$ cat src/rtl/hpc_pkg.sv
package hpc_pkg;
  localparam int MODE_W    = 3;
  localparam int NUM_MODES = 5;
  localparam int NUM_CTR   = 3;
  localparam int ADDR_W    = 3;
  localparam int FIELD_STR = 8;

  typedef enum logic [MODE_W-1:0] {
    MODE_M  = 3'd0,
    MODE_S  = 3'd1,
    MODE_U  = 3'd2,
    MODE_VS = 3'd3,
    MODE_VU = 3'd4
  } hpc_mode_e;

  localparam int CTR_CYC = 0;
  localparam int CTR_RET = 1;
  localparam int CTR_TRP = 2;

  localparam logic [ADDR_W-1:0] ADDR_FILT = 3'd6;
endpackage

$ cat src/rtl/hpc_mode_gate.sv
module hpc_mode_gate
  import hpc_pkg::*;
(
  input  logic [NUM_MODES-1:0] mask,
  input  logic [MODE_W-1:0]    mode,
  output logic                 inhibit
);
  logic [NUM_MODES-1:0] mode_oh;

  always_comb begin
    mode_oh = '0;
    for (int m = 0; m < NUM_MODES; m++) begin
      if (mode == MODE_W'(m)) mode_oh[m] = 1'b1;
    end
  end

  assign inhibit = |(mask & mode_oh);
endmodule

$ cat src/rtl/hpc_ctr.sv
module hpc_ctr #(
  parameter int CW = 64
) (
  input  logic            clk,
  input  logic            rst_n,
  input  logic            inc,
  input  logic            wr_lo,
  input  logic            wr_hi,
  input  logic [CW/2-1:0] wdata,
  output logic [CW-1:0]   cnt
);
  localparam int HW = CW / 2;

  logic [CW-1:0] cnt_q, cnt_d, sum;
  logic          en;

  assign sum = cnt_q + CW'(1);
  assign en  = inc | wr_lo | wr_hi;

  always_comb begin
    cnt_d = cnt_q;
    if (wr_lo) begin
      cnt_d[HW-1:0] = wdata;
    end else if (wr_hi) begin
      cnt_d[CW-1:HW] = wdata;
    end else if (inc) begin
      cnt_d = sum;
    end
  end

  always_ff @(posedge clk or negedge rst_n) begin
    if (!rst_n) begin
      cnt_q <= '0;
    end else if (en) begin
      cnt_q <= cnt_d;
    end
  end

  assign cnt = cnt_q;

  // carry from the low half into the high half
  p_carry_r7: assert property (@(posedge clk) disable iff (!rst_n)
    (inc && !wr_lo && !wr_hi && (&cnt_q[HW-1:0]))
    |=> (cnt_q[HW-1:0] == '0) && (cnt_q[CW-1:HW] == $past(cnt_q[CW-1:HW]) + HW'(1)));

  // low-half write wins, high half preserved
  p_wr_lo_wins_r8: assert property (@(posedge clk) disable iff (!rst_n)
    wr_lo |=> (cnt_q[HW-1:0] == $past(wdata)) && $stable(cnt_q[CW-1:HW]));

  // high-half write wins, low half preserved
  p_wr_hi_wins_r8: assert property (@(posedge clk) disable iff (!rst_n)
    (wr_hi && !wr_lo) |=> (cnt_q[CW-1:HW] == $past(wdata)) && $stable(cnt_q[HW-1:0]));

  p_idle_hold_r2: assert property (@(posedge clk) disable iff (!rst_n)
    (!inc && !wr_lo && !wr_hi) |=> $stable(cnt_q));
endmodule

$ cat src/rtl/hpc_regs.sv
module hpc_regs
  import hpc_pkg::*;
#(
  parameter int  CW       = 64,
  parameter bit  HAS_TRAP = 1'b1
) (
  input  logic                              clk,
  input  logic                              rst_n,
  input  logic                              csr_we,
  input  logic [ADDR_W-1:0]                 csr_addr,
  input  logic [CW/2-1:0]                   csr_wdata,
  input  logic [NUM_CTR-1:0][CW-1:0]        cnt,
  output logic [NUM_CTR-1:0]                wr_lo,
  output logic [NUM_CTR-1:0]                wr_hi,
  output logic [NUM_CTR-1:0][NUM_MODES-1:0] mask,
  output logic [CW/2-1:0]                   csr_rdata
);
  localparam int HW = CW / 2;

  logic [NUM_CTR-1:0][NUM_MODES-1:0] mask_q, mask_d;
  logic                              filt_we;

  assign filt_we = csr_we && (csr_addr == ADDR_FILT);

  for (genvar i = 0; i < NUM_CTR; i++) begin : g_dec
    assign wr_lo[i] = csr_we && (csr_addr == ADDR_W'(2 * i));
    assign wr_hi[i] = csr_we && (csr_addr == ADDR_W'(2 * i + 1));
  end

  always_comb begin
    mask_d = mask_q;
    if (filt_we) begin
      for (int i = 0; i < NUM_CTR; i++) begin
        mask_d[i] = csr_wdata[i*FIELD_STR +: NUM_MODES];
      end
      if (!HAS_TRAP) mask_d[CTR_TRP] = '0;
    end
  end

  always_ff @(posedge clk or negedge rst_n) begin
    if (!rst_n) begin
      mask_q <= '0;
    end else if (filt_we) begin
      mask_q <= mask_d;
    end
  end

  assign mask = mask_q;

  always_comb begin
    csr_rdata = '0;
    for (int i = 0; i < NUM_CTR; i++) begin
      if (csr_addr == ADDR_W'(2 * i))     csr_rdata = cnt[i][HW-1:0];
      if (csr_addr == ADDR_W'(2 * i + 1)) csr_rdata = cnt[i][CW-1:HW];
    end
    if (csr_addr == ADDR_FILT) begin
      for (int i = 0; i < NUM_CTR; i++) begin
        csr_rdata[i*FIELD_STR +: NUM_MODES] = mask_q[i];
      end
    end
  end

  // masks change only through a filter write
  p_mask_hold_r9: assert property (@(posedge clk) disable iff (!rst_n)
    !(csr_we && (csr_addr == ADDR_FILT)) |=> $stable(mask_q));

  // at most one half strobe active at a time
  p_one_strobe_r8: assert property (@(posedge clk) disable iff (!rst_n)
    $onehot0({wr_lo, wr_hi}));
endmodule

$ cat src/rtl/hpc_unit.sv
module hpc_unit
  import hpc_pkg::*;
#(
  parameter int CW       = 64,
  parameter bit HAS_TRAP = 1'b1
) (
  input  logic              clk,
  input  logic              rst_n,
  input  logic [2:0]        cur_mode,
  input  logic              ret_valid,
  input  logic              ret_exc,
  input  logic              ret_xret,
  input  logic [2:0]        ret_mode,
  input  logic              trap_valid,
  input  logic [2:0]        trap_dst_mode,
  input  logic              csr_we,
  input  logic [2:0]        csr_addr,
  input  logic [CW/2-1:0]   csr_wdata,
  output logic [CW/2-1:0]   csr_rdata
);
  logic [NUM_CTR-1:0][CW-1:0]        cnt;
  logic [NUM_CTR-1:0][NUM_MODES-1:0] mask;
  logic [NUM_CTR-1:0][MODE_W-1:0]    ev_mode;
  logic [NUM_CTR-1:0]                ev_hit, inh, inc, wr_lo, wr_hi;

  // event sources and the mode each one is attributed to
  assign ev_mode[CTR_CYC] = cur_mode;
  assign ev_hit[CTR_CYC]  = 1'b1;
  assign ev_mode[CTR_RET] = ret_mode;
  assign ev_hit[CTR_RET]  = ret_valid && !ret_exc;
  assign ev_mode[CTR_TRP] = trap_dst_mode;
  assign ev_hit[CTR_TRP]  = trap_valid;

  hpc_regs #(.CW(CW), .HAS_TRAP(HAS_TRAP)) u_regs (
    .clk       (clk),
    .rst_n     (rst_n),
    .csr_we    (csr_we),
    .csr_addr  (csr_addr),
    .csr_wdata (csr_wdata),
    .cnt       (cnt),
    .wr_lo     (wr_lo),
    .wr_hi     (wr_hi),
    .mask      (mask),
    .csr_rdata (csr_rdata)
  );

  for (genvar i = 0; i < NUM_CTR; i++) begin : g_ctr
    hpc_mode_gate u_gate (
      .mask    (mask[i]),
      .mode    (ev_mode[i]),
      .inhibit (inh[i])
    );
    assign inc[i] = ev_hit[i] && !inh[i];

    if (i == CTR_TRP && !HAS_TRAP) begin : g_absent
      assign cnt[i] = '0;
    end else begin : g_present
      hpc_ctr #(.CW(CW)) u_ctr (
        .clk   (clk),
        .rst_n (rst_n),
        .inc   (inc[i]),
        .wr_lo (wr_lo[i]),
        .wr_hi (wr_hi[i]),
        .wdata (csr_wdata),
        .cnt   (cnt[i])
      );
    end
  end

  logic ret_wr, cyc_wr;
  assign ret_wr = wr_lo[CTR_RET] | wr_hi[CTR_RET];
  assign cyc_wr = wr_lo[CTR_CYC] | wr_hi[CTR_CYC];

  // inhibited cycle counter holds
  p_cyc_inhibit_r2: assert property (@(posedge clk) disable iff (!rst_n)
    (inh[CTR_CYC] && !cyc_wr) |=> $stable(cnt[CTR_CYC]));

  // an unfiltered retirement adds one
  p_ret_count_r3: assert property (@(posedge clk) disable iff (!rst_n)
    (ret_valid && !ret_exc && !inh[CTR_RET] && !ret_wr)
    |=> cnt[CTR_RET] == $past(cnt[CTR_RET]) + CW'(1));

  // exceptions and traps leave the retired count alone
  p_exc_no_count_r4: assert property (@(posedge clk) disable iff (!rst_n)
    ((!ret_valid || ret_exc) && !ret_wr) |=> $stable(cnt[CTR_RET]));

  // return-from-trap judged by its originating mode
  p_xret_origin_r5: assert property (@(posedge clk) disable iff (!rst_n)
    (ret_valid && ret_xret && !ret_exc && !ret_wr && (cur_mode != ret_mode)
     && !(|(mask[CTR_RET] >> ret_mode)) == 1'b0 ? 1'b0 :
     (ret_valid && ret_xret && !ret_exc && !ret_wr && !inh[CTR_RET]))
    |=> cnt[CTR_RET] != $past(cnt[CTR_RET]));

  // reserved mode codes never inhibit
  p_reserved_mode_r10: assert property (@(posedge clk) disable iff (!rst_n)
    (ret_valid && !ret_exc && (ret_mode > 3'd4) && !ret_wr)
    |=> cnt[CTR_RET] == $past(cnt[CTR_RET]) + CW'(1));

  if (HAS_TRAP) begin : g_trap_chk
    logic trp_wr;
    assign trp_wr = wr_lo[CTR_TRP] | wr_hi[CTR_TRP];
    // trap events filtered by the destination mode
    p_trap_count_r6: assert property (@(posedge clk) disable iff (!rst_n)
      (!trp_wr && !(trap_valid && !inh[CTR_TRP])) |=> $stable(cnt[CTR_TRP]));
  end
endmodule

$ cat config.mk
export PLATFORM = sky130hd
export DESIGN_NAME = hpc_unit
export DESIGN_NICKNAME = d
export VERILOG_FILES = /design/src/rtl/hpc_pkg.sv /design/src/rtl/hpc_mode_gate.sv /design/src/rtl/hpc_ctr.sv /design/src/rtl/hpc_regs.sv /design/src/rtl/hpc_unit.sv
export SDC_FILE = /design/constraint.sdc
export NUM_CORES = 1
export LEC_CHECK = 0
export ABC_AREA = 1
export BUFFER_PORTS_ARGS = -buffer_cell sky130_fd_sc_hd__buf_2
export CAP_MARGIN = 30
export CORE_MARGIN = 3
export CORE_UTILIZATION = 48
export CTS_CLUSTER_SIZE = 20
export DETAILED_ROUTE_END_ITERATION = 10
export PLACE_DENSITY = 0.63
export REMOVE_ABC_BUFFERS = 1
export SYNTH_ARGS = -nofsm -noshare
export SYNTH_HDL_FRONTEND = slang
export SYNTH_HIERARCHICAL = 1
export SYNTH_SLANG_ARGS = --single-unit
export TNS_END_PERCENT = 10
$ cat constraint.sdc
create_clock -name clk -period 4.2 [get_ports clk]
set_input_delay 0.84 -clock clk [delete_from_list [all_inputs] [get_ports clk]]
set_output_delay 0.84 -clock clk [all_outputs]
set_load 0.02 [all_outputs]
==> run summary <==
Setup violations remaining at the end of the flow were counted as 0. Across all hold checks on the routed design, the worst slack comes to 0.329 ns. The worst setup path is launched from an input pin.

After floorplanning, the core was sized to cover 35700 um^2. VDD sags by at most 0.396 mV. The number of global-route vias before repair was 18600; the number of diodes added for antenna fixing was 0.

For the number of standard cells after synthesis, the log shows 2952. The transition time at the pin with the least slew margin came out at 0.933 ns. The tools report the final net count as 3067. TritonCTS built the clock tree. After synthesis, the netlist uses 32 different library cells. The post-route netlist has 8.48% of its cells at a drive strength greater than 1. Path category of the worst min-delay check: input pin to async pin. For this run the aggregate overflow at the end of global routing stands at 0. The logs give 0 for the number of gates given a new drive strength after cts and 0 for the quantity of hold-fixing buffers added after cts.

The total power of the final layout is 8970 uW. Row generation in the floorplan step produced 69 rows. The routed design has 77.0 mm of wire.

The mean cell area of the mapped netlist is 5.92 um^2, and the starting density of the core is 48.9%. In the global route stage, overall resource usage came out at 38.8%. Measured along the x axis, the die boundary spans 197 um. Placed wire-length estimate: 58.9 mm.

The run gives 10900 um^2 as the area taken by multi-input logic gates. Launch instance of the worst register-to-register path: u_regs/mask[8]$_DFFE_PN0P_. After detailed routing, the number of vias per cell comes to 5.76. The die covers 38700 um^2.

Remaining design rule violation count: 0. The tools report the number of top-level design ports as 83. Setup repair after global routing left no endpoint under its margin. The layout has 3743 filler cells.

The post-CTS clock slew at the launch and capture registers of the worst setup and hold paths was 0.06 ns; the number of post-CTS setup repair buffers was 0. The count of warnings emitted by yosys came out at 6. For this block, the via count after detailed routing is 20100. In this run, synthesis produced a sequential element count of 207. The clock drives 207 sinks.

For this run, the detailed router's first-pass iteration total came to 6. The logs give 0.540 ns for the slack of the critical path and 0.56 ns for the worst-skew pair later-pin latency. For the worst setup path, the data required time is 3.36 ns. Static timing analysis puts the maximum clock frequency at 273 MHz. The worst path uses 87.2% of the clock period. In the final routed layout, each cell accounts on average for 22.1 um. For this design the static power due to leakage is 0.00885 uW. The critical path starts at csr_addr[1]. The worst path needs 3.66 ns of the cycle, external delays included. The initial antenna violation count was 0. By area the synthesized netlist is led by dfrtp_1 30%, nand2_1 25%, nor2_1 10%. The largest clock skew in the final design was 0.0116 ns.

The areal power density over the cells was 466 nW/um^2. The tree is rooted in a clkbuf_16. The number of buffer cells added on primary ports came out at 81. Before CTS, the worst setup slack after placement is 0.678 ns. Number of hold violations in the final report: 0. The first-pass GRT wire length is 114 mm, and the final number of max-transition violations is 0.

Measured along the y axis, the die boundary spans 197 um. Measured against its own limit, the worst slew margin works out to 37.8%. The first routing iteration left 2086 violations. The sum of negative setup slack is 0 ns, and the post-layout utilization of the core is 53.9%.

The worst setup path is captured at an output pin. Critical path class: input pin to output pin. In the final layout, flip-flops and latches occupy 5180 um^2.

Once detail routing completed, the nets flagged for antenna violations numbered 0. The cell area that synthesis handed to floorplanning was 17500 um^2. Peak fanout along the critical path: 32. The flow ran to the end, and the final reports show no timing, DRC or antenna violations.

Entering global routing, the biggest net connects 102 pins. Summed over its instances, the top area cell type makes up 29.6% of the synthesized netlist area. Counting the buffers created by CTS gives 27. The signal arrival time at the worst endpoint came out at 2.82 ns.

The congestion estimate from routability-driven global placement came to 1.07. The area growth from synthesis to final layout is 10.2%, and the maximum level of the CTS H-tree is 1. The tool flagged a number of max-cap violations equal to 0. The clock passes through at most 3 buffers. For the sequential cell area fraction in the yosys report, the log shows 29.6%. Summed over all instances, the cell type with the most area after synthesis is dfrtp_1.
## critical path: stages
cell	delay, ns
buf_2	0.22
nor2_4	0.25
nand2_2	0.19
inv_2	0.54
nand2_1	0.28
nand4_1	0.26
buf_2	0.21
## sequential cells by signal, indices dropped and copies added, names as in the netlist
| name | count |
|---|---|
| u_regs/mask | 15 |
| g_ctr.g_present.u_ctr/cnt | 192 |
## routing by layer
layer	track usage (%)	part of all wire, %	up-vias
met3	8.14	9.8	233
met4	20.7	6.6	0
met5	0	0	-
met2	60.0	44	992
li1	-	-	9416
met1	51.2	40	9474
## stage by stage
step                instances  instance area, um^2
finish                   3490                19300
CTS                      3490                19300
detailed placement       3445                18500
floorplan                2868                17100
global placement         3442                18400
global route             3490                19300
## area by class of cell
type,instances,area share (%)
timing repair buffer,116,3.85
inverter,296,5.77
clock inverter,6,0.156
multi-input combinational,2365,56.4
sequential,207,26.9
tap,461,2.99
clock buffer,39,3.90
## cells in the final DEF (no fill, tap or decap), drive strengths merged
master / n
nand2: 1187
nor2: 515
inv: 287
dfrtp: 207
nand3: 181
buf: 116
o21ai: 102
a21oi: 96
xor2: 78
nand4: 73
o21bai: 57
clkbuf: 39
o221ai: 18
o22ai: 18
clkinv: 15
xnor2: 9
o211ai: 9
nand3b: 9
nor3: 4
a31oi: 3
ha: 3
nor4: 3
## cells in the mapped netlist, drive strengths merged
library cell / count
nor4: 3
ha: 3
nand3: 181
o221ai: 18
clkinv: 9
nor2: 515
o21bai: 57
a31oi: 3
o22ai: 18
inv: 287
o211ai: 9
nand3b: 9
buf: 28
xor2: 78
clkbuf: 56
dfrtp: 207
nand2: 1187
o21ai: 102
a21oi: 96
xnor2: 9
nor3: 4
nand4: 73
## kinds of logic (layout without fill, tap and decap cells)
family | count (synthesis) | in the layout | synth area share, %
compound gates | 303 | 303 | 10.2
xor+xnor | 87 | 87 | 4.36
fa+ha+maj | 3 | 3 | 0.215
buf+inv | 380 | 457 | 8.33
flops | 207 | 207 | 29.6
simple gates | 1972 | 1972 | 47.3
## power by group
group | internal, uW | total, uW | leakage (uW) | switching [uW]
clock | 1220 | 2170 | 0.000388 | 950
combinational | 1020 | 2800 | 0.00583 | 1780
sequential | 2650 | 4000 | 0.00263 | 1360
## worst paths after layout
| path | to | slack (ns) | depth (start not counted) |
|---|---|---|---|
| min reg2reg | u_regs/mask[4]$_DFFE_PN0P_ | 0.52 | 2 |
| min in group clk | u_regs/mask[4]$_DFFE_PN0P_ | 0.52 | 2 |
| min | g_ctr[0].g_present.u_ctr/cnt[46]$_DFFE_PN0P_ | 0.33 | 1 |
| max in group asynchronous | g_ctr[2].g_present.u_ctr/cnt[62]$_DFFE_PN0P_ | 2.96 | 2 |
| max reg2reg | g_ctr[1].g_present.u_ctr/cnt[11]$_DFFE_PN0P_ | 1.52 | 16 |
| max | csr_rdata[28] | 0.54 | 7 |
No activity file was read; power rests on OpenSTA's default activity.
